$ cat config.mk
export PLATFORM = sky130hd
export DESIGN_NAME = mbox_cmd_seq
export DESIGN_NICKNAME = d
export VERILOG_FILES = /design/src/rtl/mbox_pkg.sv /design/src/rtl/mbox_frame_gen.sv /design/src/rtl/mbox_poll_timer.sv /design/src/rtl/mbox_reply_chk.sv /design/src/rtl/mbox_cmd_seq.sv
export SDC_FILE = /design/constraint.sdc
export NUM_CORES = 1
export LEC_CHECK = 0
export BUFFER_PORTS_ARGS = -buffer_cell sky130_fd_sc_hd__buf_2
export CAP_MARGIN = 20
export CORE_MARGIN = 1.5
export CORE_UTILIZATION = 53
export CTS_CLUSTER_SIZE = 8
export DETAILED_ROUTE_END_ITERATION = 7
export GPL_ROUTABILITY_DRIVEN = 0
export MAX_ROUTING_LAYER = met4
export PLACE_DENSITY = 0.78
export SLEW_MARGIN = 20
export SYNTH_ARGS = -nofsm -noshare
export SYNTH_HDL_FRONTEND = slang
export SYNTH_SLANG_ARGS = --single-unit
$ cat constraint.sdc
create_clock -name clk -period 3.1 [get_ports clk]
set_input_delay 0 -clock clk [delete_from_list [all_inputs] [get_ports clk]]
set_output_delay 0 -clock clk [all_outputs]
set_load 0.05 [all_outputs]
$ cat src/rtl/mbox_pkg.sv
`timescale 1ns/1ps
package mbox_pkg;
  localparam int WORD_W    = 32;
  localparam int FRAME_LEN = 5;
  localparam int NUM_CMD   = 3;

  // byte offsets in the coprocessor register space
  localparam logic [31:0] MSG_BASE    = 32'h100;
  localparam logic [31:0] DOORBELL    = 32'h10;
  localparam logic [31:0] REPLY_MBOX  = 32'h14;

  typedef logic [1:0]        cmd_sel_t;
  typedef logic [WORD_W-1:0] word_t;

  // one-hot result codes
  localparam logic [4:0] ST_OK    = 5'b00000;
  localparam logic [4:0] ST_HDR   = 5'b00001;
  localparam logic [4:0] ST_INVAL = 5'b00010;
  localparam logic [4:0] ST_CKSUM = 5'b00100;
  localparam logic [4:0] ST_MALF  = 5'b01000;
  localparam logic [4:0] ST_TMO   = 5'b10000;

  typedef enum logic [2:0] {
    S_IDLE, S_SEND, S_BELL, S_POLL, S_GAP, S_FETCH, S_CLEAR, S_FIN
  } seq_state_t;

  function automatic word_t sum4(word_t a, word_t b, word_t c, word_t d);
    return a + b + c + d;
  endfunction

  // word k of the outgoing frame for a given select
  function automatic word_t frame_word(cmd_sel_t sel, logic [2:0] k);
    word_t hdr, cmd, cnt, arg;
    hdr = 32'd1;
    cnt = 32'd1;
    cmd = (sel == 2'd0) ? 32'd1 : 32'd2;
    arg = (sel == 2'd2) ? 32'd2 : 32'd1;
    case (k)
      3'd0:    return hdr;
      3'd1:    return cmd;
      3'd2:    return cnt;
      3'd3:    return arg;
      default: return sum4(hdr, cmd, cnt, arg);
    endcase
  endfunction

  // reply code plus checksum verdict to one-hot result
  function automatic logic [4:0] map_reply(word_t code, logic sum_ok);
    if (!sum_ok)          return ST_CKSUM;
    else if (code == 32'd1) return ST_OK;
    else if (code[0])     return ST_HDR;
    else if (code[1])     return ST_INVAL;
    else if (code[2])     return ST_CKSUM;
    else                  return ST_MALF;
  endfunction
endpackage

$ cat src/rtl/mbox_frame_gen.sv
`timescale 1ns/1ps
module mbox_frame_gen
  import mbox_pkg::*;
(
  input  cmd_sel_t   sel_i,
  input  logic [2:0] idx_i,
  output word_t      word_o
);
  assign word_o = frame_word(sel_i, idx_i);
endmodule

$ cat src/rtl/mbox_poll_timer.sv
`timescale 1ns/1ps
module mbox_poll_timer #(
  parameter int POLL_GAP   = 625,
  parameter int POLL_LIMIT = 200000
) (
  input  logic clk,
  input  logic rst_n,
  input  logic arm_i,
  input  logic miss_i,
  output logic exhausted_o,
  output logic wait_over_o
);
  localparam int GAP_W = $clog2(POLL_GAP + 1);
  localparam int ATT_W = $clog2(POLL_LIMIT + 1);

  logic [GAP_W-1:0] gap_q;
  logic [ATT_W-1:0] att_q;

  always_ff @(posedge clk or negedge rst_n) begin
    if (!rst_n) begin
      gap_q <= '0;
      att_q <= '0;
    end else if (arm_i) begin
      gap_q <= '0;
      att_q <= '0;
    end else if (miss_i) begin
      att_q <= att_q + 1'b1;
      gap_q <= GAP_W'(POLL_GAP - 1);
    end else if (gap_q != '0) begin
      gap_q <= gap_q - 1'b1;
    end
  end

  assign exhausted_o = (att_q == ATT_W'(POLL_LIMIT));
  assign wait_over_o = (gap_q == '0);

  AST_ATTEMPT_BOUND: assert property (@(posedge clk) disable iff (!rst_n)
    att_q <= ATT_W'(POLL_LIMIT));
  AST_NO_MISS_PAST_LIMIT: assert property (@(posedge clk) disable iff (!rst_n)
    exhausted_o |-> !miss_i);
endmodule

$ cat src/rtl/mbox_reply_chk.sv
`timescale 1ns/1ps
module mbox_reply_chk
  import mbox_pkg::*;
(
  input  logic       clk,
  input  logic       rst_n,
  input  logic       clear_i,
  input  logic       cap_i,
  input  logic [2:0] idx_i,
  input  word_t      word_i,
  output logic       sum_ok_o,
  output word_t      arg_o
);
  word_t sum_q, ck_q, arg_q;

  always_ff @(posedge clk or negedge rst_n) begin
    if (!rst_n) begin
      sum_q <= '0;
      ck_q  <= '0;
      arg_q <= '0;
    end else if (clear_i) begin
      sum_q <= '0;
      ck_q  <= '0;
      arg_q <= '0;
    end else if (cap_i) begin
      if (idx_i < 3'(FRAME_LEN - 1)) sum_q <= sum_q + word_i;
      if (idx_i == 3'd3)             arg_q <= word_i;
      if (idx_i == 3'(FRAME_LEN - 1)) ck_q <= word_i;
    end
  end

  assign sum_ok_o = (sum_q == ck_q);
  assign arg_o    = arg_q;
endmodule

$ cat src/rtl/mbox_cmd_seq.sv
`timescale 1ns/1ps
module mbox_cmd_seq
  import mbox_pkg::*;
#(
  parameter int ADDR_W     = 16,
  parameter int POLL_GAP   = 625,
  parameter int POLL_LIMIT = 200000
) (
  input  logic              clk,
  input  logic              rst_n,
  input  logic              start_i,
  input  logic [1:0]        cmd_sel_i,
  output logic              bus_req_o,
  output logic              bus_we_o,
  output logic [ADDR_W-1:0] bus_addr_o,
  output logic [31:0]       bus_wdata_o,
  input  logic              bus_ack_i,
  input  logic [31:0]       bus_rdata_i,
  output logic              done_o,
  output logic [4:0]        status_o,
  output logic [31:0]       arg_o
);
  localparam logic [2:0] LAST_IDX = 3'(FRAME_LEN - 1);

  seq_state_t state_q;
  cmd_sel_t   sel_q;
  logic [2:0] idx_q;
  word_t      code_q, frame_w, chk_arg;
  logic       tmo_q, rejected_q, clr_seen_q, done_q, sum_ok;
  logic [4:0] status_q;
  word_t      arg_q;

  // named internal events
  logic launch_ok, launch_bad, bell_ack, poll_miss, poll_hit, fetch_ack, clear_ack;
  assign launch_ok  = (state_q == S_IDLE) && start_i && (cmd_sel_i < 2'(NUM_CMD));
  assign launch_bad = (state_q == S_IDLE) && start_i && !(cmd_sel_i < 2'(NUM_CMD));
  assign bell_ack   = (state_q == S_BELL)  && bus_ack_i;
  assign poll_hit   = (state_q == S_POLL)  && bus_ack_i && (bus_rdata_i != '0);
  assign poll_miss  = (state_q == S_POLL)  && bus_ack_i && (bus_rdata_i == '0);
  assign fetch_ack  = (state_q == S_FETCH) && bus_ack_i;
  assign clear_ack  = (state_q == S_CLEAR) && bus_ack_i;

  logic exhausted, wait_over;

  mbox_frame_gen u_frame (.sel_i(sel_q), .idx_i(idx_q), .word_o(frame_w));

  mbox_poll_timer #(.POLL_GAP(POLL_GAP), .POLL_LIMIT(POLL_LIMIT)) u_timer (
    .clk(clk), .rst_n(rst_n), .arm_i(bell_ack), .miss_i(poll_miss),
    .exhausted_o(exhausted), .wait_over_o(wait_over)
  );

  mbox_reply_chk u_chk (
    .clk(clk), .rst_n(rst_n), .clear_i(launch_ok), .cap_i(fetch_ack),
    .idx_i(idx_q), .word_i(bus_rdata_i), .sum_ok_o(sum_ok), .arg_o(chk_arg)
  );

  // bus drive, a function of state only
  always_comb begin
    bus_req_o   = 1'b0;
    bus_we_o    = 1'b0;
    bus_addr_o  = '0;
    bus_wdata_o = '0;
    case (state_q)
      S_SEND: begin
        bus_req_o   = 1'b1;
        bus_we_o    = 1'b1;
        bus_addr_o  = ADDR_W'(MSG_BASE) + ADDR_W'({idx_q, 2'b00});
        bus_wdata_o = frame_w;
      end
      S_BELL: begin
        bus_req_o   = 1'b1;
        bus_we_o    = 1'b1;
        bus_addr_o  = ADDR_W'(DOORBELL);
        bus_wdata_o = 32'd1;
      end
      S_POLL: begin
        bus_req_o  = 1'b1;
        bus_addr_o = ADDR_W'(REPLY_MBOX);
      end
      S_FETCH: begin
        bus_req_o  = 1'b1;
        bus_addr_o = ADDR_W'(MSG_BASE) + ADDR_W'({idx_q, 2'b00});
      end
      S_CLEAR: begin
        bus_req_o  = 1'b1;
        bus_we_o   = 1'b1;
        bus_addr_o = ADDR_W'(REPLY_MBOX);
      end
      default: ;
    endcase
  end

  always_ff @(posedge clk or negedge rst_n) begin
    if (!rst_n) begin
      state_q    <= S_IDLE;
      sel_q      <= '0;
      idx_q      <= '0;
      code_q     <= '0;
      tmo_q      <= 1'b0;
      rejected_q <= 1'b0;
      clr_seen_q <= 1'b0;
      done_q     <= 1'b0;
      status_q   <= ST_OK;
      arg_q      <= '0;
    end else begin
      done_q <= 1'b0;
      case (state_q)
        S_IDLE: begin
          if (launch_bad) begin
            done_q     <= 1'b1;
            status_q   <= ST_INVAL;
            arg_q      <= '0;
            rejected_q <= 1'b1;
          end else if (launch_ok) begin
            sel_q      <= cmd_sel_i;
            idx_q      <= '0;
            tmo_q      <= 1'b0;
            rejected_q <= 1'b0;
            clr_seen_q <= 1'b0;
            state_q    <= S_SEND;
          end
        end
        S_SEND: if (bus_ack_i) begin
          if (idx_q == LAST_IDX) state_q <= S_BELL;
          else                   idx_q   <= idx_q + 1'b1;
        end
        S_BELL: if (bell_ack) state_q <= S_POLL;
        S_POLL: begin
          if (poll_hit) begin
            code_q  <= bus_rdata_i;
            idx_q   <= '0;
            state_q <= S_FETCH;
          end else if (poll_miss) begin
            state_q <= S_GAP;
          end
        end
        S_GAP: begin
          if (exhausted) begin
            tmo_q   <= 1'b1;
            state_q <= S_CLEAR;
          end else if (wait_over) begin
            state_q <= S_POLL;
          end
        end
        S_FETCH: if (fetch_ack) begin
          if (idx_q == LAST_IDX) state_q <= S_CLEAR;
          else                   idx_q   <= idx_q + 1'b1;
        end
        S_CLEAR: if (clear_ack) begin
          clr_seen_q <= 1'b1;
          state_q    <= S_FIN;
        end
        S_FIN: begin
          done_q   <= 1'b1;
          status_q <= tmo_q ? ST_TMO : map_reply(code_q, sum_ok);
          arg_q    <= tmo_q ? '0 : chk_arg;
          state_q  <= S_IDLE;
        end
        default: state_q <= S_IDLE;
      endcase
    end
  end

  assign done_o   = done_q;
  assign status_o = status_q;
  assign arg_o    = arg_q;

  AST_REQ_HOLD: assert property (@(posedge clk) disable iff (!rst_n)
    bus_req_o && !bus_ack_i |=> bus_req_o && $stable(bus_addr_o) && $stable(bus_we_o) && $stable(bus_wdata_o));
  AST_DONE_PULSE: assert property (@(posedge clk) disable iff (!rst_n)
    done_o |=> !done_o);
  AST_RESULT_HELD: assert property (@(posedge clk) disable iff (!rst_n)
    !done_o |-> $stable(status_o) && $stable(arg_o));
  AST_STATUS_ONEHOT: assert property (@(posedge clk) disable iff (!rst_n)
    $onehot0(status_o));
  AST_CLEAR_FIRST: assert property (@(posedge clk) disable iff (!rst_n)
    done_o && !rejected_q |-> clr_seen_q);
  AST_TMO_NO_ARG: assert property (@(posedge clk) disable iff (!rst_n)
    done_o && status_o == ST_TMO |-> arg_o == '0);
  AST_REJECT_QUIET: assert property (@(posedge clk) disable iff (!rst_n)
    launch_bad |=> done_o && !bus_req_o);
endmodule

### Yosys cells after proc, flatten, opt, wreduce, memory -nomap -nowiden

Index checks and enable logic that the tools add are counted.

* add/sub/neg operators: 8
* $lt $le $gt $ge: 2
* equality and inequality tests: 28
* multiplexer cells: 58
* bitwise operators: 1
* reductions and logical operators: 40

Operator list (number)
* 2-to-1 mux 32 bit: 11
* one-hot mux 32 bit (2 select lines): 2
* one-hot mux 32 bit (3 select lines): 1
* adder 32 bit: 2
* 2-to-1 mux 3 bit: 18
* 2-to-1 mux 18 bit: 2
* adder 1 x 32 -> 32 bit, first input constant: 1
* adder 32 x 1 -> 32 bit, second input constant: 1
* == test 32 x 1 -> 1 bit, second input constant: 1
* == test 32 bit: 1
* logical NOT 32 bit: 1
* nonzero test 32 bit: 1
* 2-to-1 mux 10 bit: 3
* one-hot mux 10 bit (3 select lines): 1
* one-hot mux 3 bit (8 select lines): 1
* 2-to-1 mux 4 bit: 5
* != test 2 bit, second input constant: 10
* adder 18 x 1 -> 18 bit, second input constant: 1
* == test 18 bit, second input constant: 1
* == test 3 bit, second input constant: 5
* nonzero test 2 bit: 7
* == test 3 x 2 -> 1 bit, second input constant: 4
* one-hot mux 3 bit (4 select lines): 1
* adder 9 x 5 -> 10 bit, first input constant: 1
* 31 further kinds: 55

* bits in registers: 203
* output and inout bits: 88

### Depth between registers and ports, before layout

Gate-level depths: netlist (run 1).

* word-level depth: 7
* gate-level depth with buffers: 11

### Cells and area by module

A second synthesis (run 1) with hierarchy kept.

* cells, all modules: 1234
* area total of the unflattened synthesis: 11449.7 µm²

Modules (own cells, without submodules)
* mbox_reply_chk: instances 1, cells an instance 700, area each 5874.4 µm², sequential area each 2402.3 µm²
* mbox_cmd_seq: instances 1, cells an instance 330, area each 3746.1 µm², sequential area each 1976.9 µm²
* mbox_poll_timer: instances 1, cells an instance 167, area each 1550.2 µm², sequential area each 700.7 µm²
* mbox_frame_gen: instances 1, cells an instance 37, area each 279.0 µm², sequential area each 0.0 µm²

### Worst setup path before layout (run 1)

OpenSTA, ideal clock, no wires.

* path kind: reg-to-reg
* start point: register u_chk.sum_q[0]
* end point: register u_chk.sum_q[26]
* setup time: 0.083 ns
* arrival: 2.613 ns
* required time: 3.017 ns
* setup slack: 0.404 ns
* cell stages (with the launch flop): 12
* clock period less this slack: 2.696 ns
* path through: dfrtp_1 ha_1 fa_1 a21o_1 a211oi_1 o21ai_0 nand4_1 nand2_1 o41ai_1 o21ai_0 xnor2_1 o21ai_0

* word-level cells in the longest chain between the ends: 4

RTL lines
* start, declared: RTL line mbox_reply_chk.sv:14 `word_t sum_q, ck_q, arg_q;`
* start signal, assigned: RTL line mbox_reply_chk.sv:26 `if (idx_i < 3'(FRAME_LEN - 1)) sum_q <= sum_q + word_i;`
* adder 32 bit: RTL line mbox_reply_chk.sv:26
* 2-to-1 mux 32 bit: RTL line mbox_reply_chk.sv:26
* 2-to-1 mux 32 bit: RTL line mbox_reply_chk.sv:25 `end else if (cap_i) begin`
* 2-to-1 mux 32 bit: RTL line mbox_reply_chk.sv:21 `end else if (clear_i) begin`

Every way passes these cells. The select of a mux whose other input is x is not followed.
A chain may end at the register's enable or synchronous reset.

### Worst setup path in the final report (run 1)

* start point: register u_chk.sum_q[0]
* end point: register u_chk.sum_q[28]

The elaborated chain is that of the path after synthesis.

==> results.json, run 1 <==
{
  "setup_viol": 0,
  "clk_latency_ns": 0.54,
  "routed_wl_um": 27400,
  "routed_via_density": 5.73,
  "grt_pass1_vias": 8567,
  "wire_per_inst_um": 18.0,
  "critical_path_depth": 11,
  "p_leak_uw": 0.00585,
  "cts-root-buf": "clkbuf_16",
  "timing.slew.headroom": 0.463,
  "rsz0062_at_grt": "no",
  "worst_pin_slew_ns": 0.805,
  "clk_path_buf_depth": 3,
  "slowest_delay_ns": 0.42,
  "slew_violations": 0,
  "yosysSeqAreaShare": 0.476,
  "required_ns": 3.55,
  "synth_cell_type_count": 58,
  "crit_fanout": 3,
  "slowest_stage": "fa_1",
  "die-area_um2": 21000,
  "skew_ns": 0.00941,
  "cp_common_cell": "o21ai_0",
  "cts-htree-levels": 1,
  "place_ws_ns": 0.119,
  "syn_area_um2": 10700,
  "dp_hpwl_um": 18400,
  "p_per_area_nw_per_um2": 891,
  "ys.flop_type": "dfrtp_1",
  "area_growth_pct": 17.0,
  "vias": 8709,
  "track_usage": 0.269,
  "fin_crit_ns": 2.88,
  "async_flop_share": 1.00,
  "status": "complete, no violations",
  "grt_max_degree": 77,
  "synth_seq_cells": 203,
  "crit_path_end_kind": "flip-flop",
  "clk_pin_slew_ns": 0.05,
  "r2r_cells": 11,
  "arrival_ns": 3.33,
  "cp_cell_sequence": "ha_1 > fa_1 > a21o_1 > a211oi_1 > o21ai_1 > nand4_1 > nand3b_1 > o31ai_4 > o21ai_0 > xnor2_1 > o21ai_0",
  "portBuffers": 84,
  "nNetsFinal": 1332,
  "grt_pass1_wl_um": 44800,
  "cts_tree": "yes",
  "drv_cap": 0,
  "dr.pass1.iters": 5,
  "antenna_found_initial": 0,
  "hold_viol_final": 0,
  "yosys_warnings": 0,
  "globalRouteOverflowTotal": 0,
  "timing.final.crit_share": 0.930,
  "critPathKind": "flip-flop to flip-flop",
  "cts_setup_buffers": 0,
  "drt_iter0_markers": 586,
  "postSynthAreaPerCell_um2": 9.48,
  "initial_utilization": 0.545,
  "core_area_um2": 19600,
  "vdd_ir_drop_max_uv": 514,
  "fin_setup_tns_ns": 0,
  "dieHeight_um": 145,
  "ioPinCount": 126,
  "postRouteAntennaNets": 0,
  "antenna_cells": 0,
  "layout-drive-gt1-share": 0.149,
  "max_freq_ghz": 0.347,
  "cts_made_buffers": 29,
  "die_w_um": 145,
  "crit_buf_inv": 0,
  "post-route-drc-count": 0,
  "placementRows": 51,
  "synth_edf_count": 0,
  "clock_sinks": 203,
  "netlist_instances": 1127,
  "setup_slack_ns": 0.218,
  "min_path_type": "input port to asynchronous set/reset pin",
  "cp-start-kind": "flip-flop",
  "cp_top_family": "compound AO/OA/AOI/OAI gates"
}
[placed cells by master (no fill, tap or decap), drive strengths merged, types with 36 or more instances in the layout]
cell type,count
buf,102
nor2,74
conb,41
nand2,201
nand3,39
o21ai,90
a22o,36
dfrtp,203
xnor2,57
ha,39
dlygate4sd3,39
a21oi,73
[cells in the mapped netlist (all sizes together) (5+ instances only)]
cell type | number | area share
nor2 | 74 | 0.026
nor4 | 21 | 0.012
xnor2 | 57 | 0.047
nand4 | 18 | 0.011
buf | 43 | 0.030
mux2 | 33 | 0.035
a31oi | 5 | 0.0035
xor2 | 28 | 0.023
inv | 16 | 0.0056
dfrtp | 203 | 0.48
and3 | 6 | 0.0035
o21ai | 90 | 0.042
nor3 | 18 | 0.0089
ha | 39 | 0.046
nand2 | 201 | 0.071
clkbuf | 43 | 0.015
a21o | 18 | 0.013
nand2b | 5 | 0.0029
a22o | 36 | 0.030
a21oi | 73 | 0.035
nand3 | 39 | 0.018
a211oi | 5 | 0.0035
[layer usage]
layer,part of all wire,vias up,GRT usage,wire (um)
li1,-,4103,-,-
met4,0.025,0,0.0747,697
met2,0.47,297,0.419,12800
met1,0.43,4258,0.369,11900
met5,0,-,-,0
met3,0.072,51,0.0396,1980
[registers in the layout (all words and copies together), names as in the netlist]
name           cells
tmo_q              1
done_o             1
u_chk.arg_o       32
u_chk.sum_q       32
status_o           5
code_q            32
sel_q              2
idx_q              3
u_timer.gap_q     10
arg_o             32
u_chk.ck_q        32
u_timer.att_q     18
state_q            3
[layout make-up]
class | instances | area (um2)
clock buffers | 30 | 729
clock inverters | 2 | 50.0
fillers | 1582 | 7090
inverters | 18 | 67.6
multi-input cells | 860 | 5260
flip-flops and latches | 203 | 5080
well taps | 265 | 332
repair buffers | 142 | 975
[power breakdown]
part	internal [uW]	switching, uW	total (uW)	leakage, uW
Sequential	3300	580	3880	0.00271
Combinational	1740	2730	4470	0.00276
Clock	1720	1080	2800	0.000382
Total	6760	4390	11100	0.00585
[cells by family (layout without fill, tap and decap cells)]
| logic type | count (synthesis) | count (layout) | share of synthesized area |
|---|---|---|---|
| AND/OR/NAND/NOR | 401 | 401 | 0.167 |
| multiplexers | 35 | 35 | 0.0367 |
| buffers and inverters | 104 | 192 | 0.0510 |
| flip-flops | 203 | 203 | 0.476 |
| XOR/XNOR | 85 | 85 | 0.0697 |
| AO/OA/AOI/OAI | 258 | 258 | 0.152 |
| adder cells (fa/ha/maj) | 40 | 40 | 0.0476 |
| other | 1 | 41 | 0.000351 |
[final timing paths]
| path | start | to | slack, ns |
|---|---|---|---|
| max reg2reg | u_chk.sum_q[0]$_DFFE_PN0P_ | u_chk.sum_q[28]$_DFFE_PN0P_ | 0.22 |
| min reg2reg | u_chk.arg_o[26]$_DFFE_PN0P_ | arg_o[26]$_DFFE_PN0P_ | 0.48 |
| min in group clk | bus_rdata_i[8] | u_chk.ck_q[8]$_DFFE_PN0P_ | 0.32 |
| max in group asynchronous | rst_n | u_chk.sum_q[10]$_DFFE_PN0P_ | 2.25 |
| min | rst_n | u_timer.gap_q[7]$_DFFE_PN0P_ | 0.04 |
| max | u_chk.sum_q[0]$_DFFE_PN0P_ | u_chk.sum_q[28]$_DFFE_PN0P_ | 0.22 |
[repair_timing]
| action | 4_1_cts | 5_1_grt |
|---|---|---|
| endpoints found under the hold margin | 230 | 0 |
| gates resized for setup | 0 | 4 |
| hold buffers | 39 | 0 |
| endpoints found under the setup margin | 0 | 4 |
[per-stage QoR]
step                       util  total power [uW]  cells  cell area (um2)  hold slack (ns)
after floorplan               -              7170   1167            10800           -0.296
after global placement    0.577              8090   1449            11300           0.0601
after detailed placement  0.577              8220   1449            11300           0.0590
after CTS                 0.637             11100   1520            12500           0.0655
after global routing      0.638             11800   1520            12500           0.0979
final                     0.638             11100   1520            12500           0.0441
Note: power is estimated with default switching activity, not from simulation.
==> inputs of run 2 (changes only) <==
--- a/config.mk
+++ b/config.mk
@@ -13,7 +13,7 @@
 export DETAILED_ROUTE_END_ITERATION = 7
 export GPL_ROUTABILITY_DRIVEN = 0
 export MAX_ROUTING_LAYER = met4
-export PLACE_DENSITY = 0.78
+export PLACE_DENSITY = 0.74
 export SLEW_MARGIN = 20
 export SYNTH_ARGS = -nofsm -noshare
 export SYNTH_HDL_FRONTEND = slang
==> results.json, run 2 (synthesis results as in run 1) <==
{
  "status": "complete, no violations",
  "crit_start": "u_chk.sum_q[0]$_DFFE_PN0P_",
  "clk_pin_slew_ns": 0.05,
  "drv_cap": 0,
  "p_leak_uw": 0.00582,
  "met1_usage": 0.370,
  "timing.slew.headroom": 0.486,
  "busiest_layer": "met2",
  "cts_setup_buffers": 0,
  "dieHeight_um": 145,
  "layout-drive-gt1-share": 0.148,
  "antenna_found_initial": 0,
  "crit_fanout": 3,
  "wire_per_inst_um": 18.2,
  "cp-start-kind": "flip-flop",
  "cts_made_buffers": 29,
  "skew_ns": 0.0158,
  "dp_hpwl_um": 18600,
  "fin_setup_tns_ns": 0,
  "routed_via_density": 5.72,
  "reg2reg_slack_ns": 0.19,
  "final_util": 0.635,
  "ioPinCount": 126,
  "setup_viol": 0,
  "cts_tree": "yes",
  "die-area_um2": 21000,
  "die_w_um": 145,
  "initial_utilization": 0.545,
  "worst_pin_slew_ns": 0.772,
  "critPathKind": "flip-flop to flip-flop",
  "arrival_ns": 3.34,
  "timing.final.crit_share": 0.938,
  "met2_usage": 0.431,
  "max_freq_ghz": 0.344,
  "required_ns": 3.54,
  "drt_iter0_markers": 551,
  "layout_common_cells": "dfrtp_1 (203), nand2_1 (201), o21ai_0 (88), buf_2 (83)",
  "final_common_cell": "dfrtp_1",
  "portBuffers": 84,
  "vdd_ir_drop_max_uv": 453,
  "vias": 8672,
  "grt_pass1_vias": 8474,
  "grtUsageMet3": 0.0358,
  "clock_sinks": 203,
  "cts-htree-levels": 1,
  "postRouteAntennaNets": 0,
  "placementRows": 51,
  "rsz0062_at_grt": "no",
  "antenna_cells": 0,
  "routed_wl_um": 27600,
  "crit_path_end_kind": "flip-flop",
  "area_growth_pct": 16.5,
  "slew_violations": 0,
  "fin_crit_ns": 2.91,
  "dr.pass1.iters": 5,
  "cts-root-buf": "clkbuf_16",
  "p_per_area_nw_per_um2": 887,
  "clk_path_buf_depth": 3,
  "globalRouteOverflowTotal": 0,
  "min_path_type": "input port to asynchronous set/reset pin",
  "hold_viol_final": 0,
  "core_area_um2": 19600,
  "post-route-drc-count": 0,
  "worst_r2r_startpoint": "u_chk.sum_q[0]$_DFFE_PN0P_",
  "track_usage": 0.273,
  "nNetsFinal": 1327,
  "clk_latency_ns": 0.54,
  "grt_pass1_wl_um": 45000,
  "grt_max_degree": 84
}
[run 2: cell types whose count changed in the layout (fill, tap and decap cells not counted)]
cell           previous run  this run
a211oi_1                  5         4
a211oi_2                  0         1
buf_12                    1         3
buf_4                    18        13
bufinv_16                 1         0
clkbuf_1                  1         2
clkinv_2                  0         1
dlygate4sd3_1            39        37
inv_16                    1         0
inv_6                     0         1
o31ai_2                   0         1
o31ai_4                   1         0
[run 2: path summary, 6_finish.rpt]
path,depth (start not counted),to
max in group asynchronous,3,u_chk.ck_q[24]$_DFFE_PN0P_
worst min register to register,2,status_o[2]$_DFFE_PN0P_
min in group clk,4,u_chk.arg_o[5]$_DFFE_PN0P_
worst max register to register,11,u_chk.sum_q[28]$_DFFE_PN0P_
worst min-delay path,2,sel_q[0]$_DFFE_PN0P_
worst max-delay path,11,u_chk.sum_q[28]$_DFFE_PN0P_
[run 2: timing repair]
item                                    4_1_cts  5_1_grt
hold buffers                                 37        0
resized for setup                             0        4
endpoints found under the setup margin        0        5
hold endpoints to repair                    183        0
[run 2: final cells by class]
cell class / count / area [um2]
fill: 1655 / 7150
multi-input combinational: 860 / 5260
sequential: 203 / 5080
timing repair buffer: 137 / 957
clock buffer: 31 / 733
tap: 265 / 332
inverter: 18 / 67.6
clock inverter: 2 / 13.8
[run 2: critical path: stages, from the launching register on]
cell and delay (ns):
dfrtp_1 0.41, ha_1 0.24, fa_1 0.40, a21o_1 0.22
a211oi_2 0.27, o21ai_1 0.15, nand4_1 0.15, nand3b_1 0.17
o31ai_2 0.32, o21ai_0 0.16, xnor2_1 0.14, o21ai_0 0.18
[run 2: metrics by stage]
step	cell area, um2	instances	setup slack (ns)	total power (uW)	hold WS (ns)
after floorplan	10800	1167	0.404	7170	-0.296
after global placement	11300	1446	0.170	8130	0.0815
after detailed placement	11300	1446	0.0467	8240	0.0797
after CTS	12400	1516	0.0208	11000	0.0951
after global routing	12400	1516	0.0704	11700	0.148
final	12400	1516	0.193	11000	0.0697
[run 2: per-layer routing]
| metal | share of wire | wire length [um] |
|---|---|---|
| met1 | 0.44 | 12100 |
| met2 | 0.48 | 13200 |
| met3 | 0.061 | 1690 |
| met4 | 0.027 | 734 |
| met5 | 0 | 0 |
[run 2: power breakdown]
| part | total (uW) | switching, uW | leakage, uW | internal [uW] |
|---|---|---|---|---|
| Combinational | 4480 | 2750 | 0.00275 | 1730 |
| Sequential | 3860 | 563 | 0.00271 | 3300 |
| Clock | 2700 | 1060 | 0.000368 | 1630 |
| Total | 11000 | 4370 | 0.00582 | 6670 |
==> inputs of run 3 (changes only) <==
==> constraint.sdc (replaced) <==
create_clock -name clk -period 3.7 [get_ports clk]
set_input_delay 0 -clock clk [delete_from_list [all_inputs] [get_ports clk]]
set_output_delay 0 -clock clk [all_outputs]
set_load 0.05 [all_outputs]
==> results.json, run 3 (synthesis results as in run 1) <==
{
  "cp_cell_sequence": "ha_1 > fa_1 > a21o_1 > a211oi_1 > o21ai_0 > nand4_1 > nand2_1 > o41ai_1 > o21ai_0 > xnor2_1 > o21ai_0",
  "timing.final.crit_share": 0.819,
  "cts-root-buf": "clkbuf_16",
  "intPower_uw": 5580,
  "grt_pass1_wl_um": 44300,
  "initial_utilization": 0.545,
  "routed_via_density": 5.68,
  "timing.slew.headroom": 0.414,
  "track_usage": 0.268,
  "core_area_um2": 19600,
  "nNetsFinal": 1329,
  "portBuffers": 84,
  "rr_endpoint": "u_chk.sum_q[26]$_DFFE_PN0P_",
  "post-route-drc-count": 0,
  "vdd_ir_drop_max_uv": 430,
  "worst_pin_slew_ns": 0.878,
  "worst_r2r_startpoint": "u_chk.sum_q[0]$_DFFE_PN0P_",
  "cp_top_family": "compound AO/OA/AOI/OAI gates",
  "rsz0062_at_grt": "no",
  "fill_cells": 1611,
  "skew_ns": 0.0198,
  "ioPinCount": 126,
  "critPathKind": "flip-flop to flip-flop",
  "layout-drive-gt1-share": 0.145,
  "antenna_found_initial": 0,
  "final_common_cell": "dfrtp_1",
  "antenna_cells": 0,
  "wire_per_inst_um": 18.0,
  "dp_hpwl_um": 18600,
  "r2r_cells": 11,
  "clk_latency_ns": 0.56,
  "slowest_delay_ns": 0.45,
  "fin_setup_tns_ns": 0,
  "placementRows": 51,
  "cp-start-kind": "flip-flop",
  "cts-htree-levels": 1,
  "dieHeight_um": 145,
  "grt_max_degree": 107,
  "crit_fanout": 3,
  "die-area_um2": 21000,
  "dp.cells": 1445,
  "clk_pin_slew_ns": 0.06,
  "vias": 8618,
  "dr.pass1.iters": 5,
  "clock_sinks": 203,
  "clkPwrFrac": 0.248,
  "slew_violations": 0,
  "cts_made_buffers": 29,
  "combinationalPowerShare": 0.402,
  "layout.cells.non_filler": 1516,
  "swShare": 0.396,
  "p_sw_uw": 3660,
  "cp_common_cell": "o21ai_0",
  "layout_common_cells": "dfrtp_1 (203), nand2_1 (201), o21ai_0 (89), buf_2 (83), a21oi_1 (70)",
  "setup_viol": 0,
  "area_growth_pct": 16.4,
  "min_path_type": "input port to asynchronous set/reset pin",
  "grt_pass1_vias": 8402,
  "slowest_stage": "o41ai_1",
  "drv_cap": 0,
  "p_leak_uw": 0.00582,
  "drt_iter0_markers": 541,
  "reg2reg_slack_ns": 0.67,
  "seqPwrFrac": 0.350,
  "globalRouteOverflowTotal": 0,
  "required_ns": 4.11,
  "p_per_area_nw_per_um2": 743,
  "cts_tree": "yes",
  "cts_resized": 0,
  "routed_wl_um": 27200,
  "fin_crit_ns": 3.03,
  "status": "complete, no violations",
  "die_w_um": 145,
  "max_freq_ghz": 0.330,
  "crit_path_end_kind": "flip-flop",
  "postRouteAntennaNets": 0,
  "arrival_ns": 3.44,
  "hold_viol_final": 0,
  "crit_buf_inv": 0,
  "clk_path_buf_depth": 3
}
run 3: cell types whose count changed in the layout (fill, tap and decap cells not counted), sizes merged:
cell	previous run	this run
clkinvlp	0	1
clkinv	3	2
buf	99	98
clkbuf	32	30
dlygate4sd3	37	40
run 3: worst max-delay path by stage:
stage                               startpoint                     endpoint  slack [ns]  cells past startpoint
floorplan           u_chk.sum_q[0]$_DFFE_PN0P_  u_chk.sum_q[26]$_DFFE_PN0P_        1.00                     11
global placement    u_chk.sum_q[0]$_DFFE_PN0P_  u_chk.sum_q[26]$_DFFE_PN0P_        0.74                     11
detailed placement  u_chk.sum_q[0]$_DFFE_PN0P_  u_chk.sum_q[26]$_DFFE_PN0P_        0.72                     11
CTS                 u_chk.sum_q[0]$_DFFE_PN0P_  u_chk.sum_q[26]$_DFFE_PN0P_        0.69                     11
global route        u_chk.sum_q[0]$_DFFE_PN0P_  u_chk.sum_q[26]$_DFFE_PN0P_        0.39                     11
finish              u_chk.sum_q[0]$_DFFE_PN0P_  u_chk.sum_q[26]$_DFFE_PN0P_        0.67                     11
run 3: power by group through the flow:
| stage | Combinational [uW] | Clock [uW] | Sequential [uW] |
|---|---|---|---|
| global route | 4090 | 2420 | 3300 |
| CTS | 3690 | 2330 | 3220 |
| floorplan | 2730 | 0 | 3280 |
| global placement | 3570 | 0 | 3230 |
| finish | 3710 | 2290 | 3230 |
| detailed placement | 3620 | 0 | 3250 |
run 3: metrics by stage:
stage	power (uW)	instance area (um2)	hold WS (ns)	setup WS, ns	util
3_5_place_dp	6870	11300	0.176	0.721	0.576
2_1_floorplan	6010	10800	-0.296	1.00	-
4_1_cts	9230	12400	0.165	0.686	0.634
5_1_grt	9810	12400	0.245	0.394	0.635
6_report	9230	12400	0.139	0.670	0.635
3_3_place_gp	6790	11300	0.168	0.740	0.576
run 3: cell type report:
class,instances,area (um2),area share
multi-input cells,860,5250,0.422
flip-flops and latches,203,5080,0.409
repair buffers,139,955,0.0768
clock buffers,29,726,0.0584
well taps,265,332,0.0267
inverters,18,67.6,0.00543
clock inverters,2,27.5,0.00221
run 3: metal layers:
metal	track usage	up-vias	part of all wire
met1	0.365	4187	0.45
met5	-	-	0
met4	0.0959	0	0.036
met2	0.413	264	0.46
li1	-	4101	-
met3	0.0349	66	0.053
run 3: repair_timing:
item,CTS,global route
hold buffers,40,0
setup buffers,0,0
hold endpoints to repair,209,0
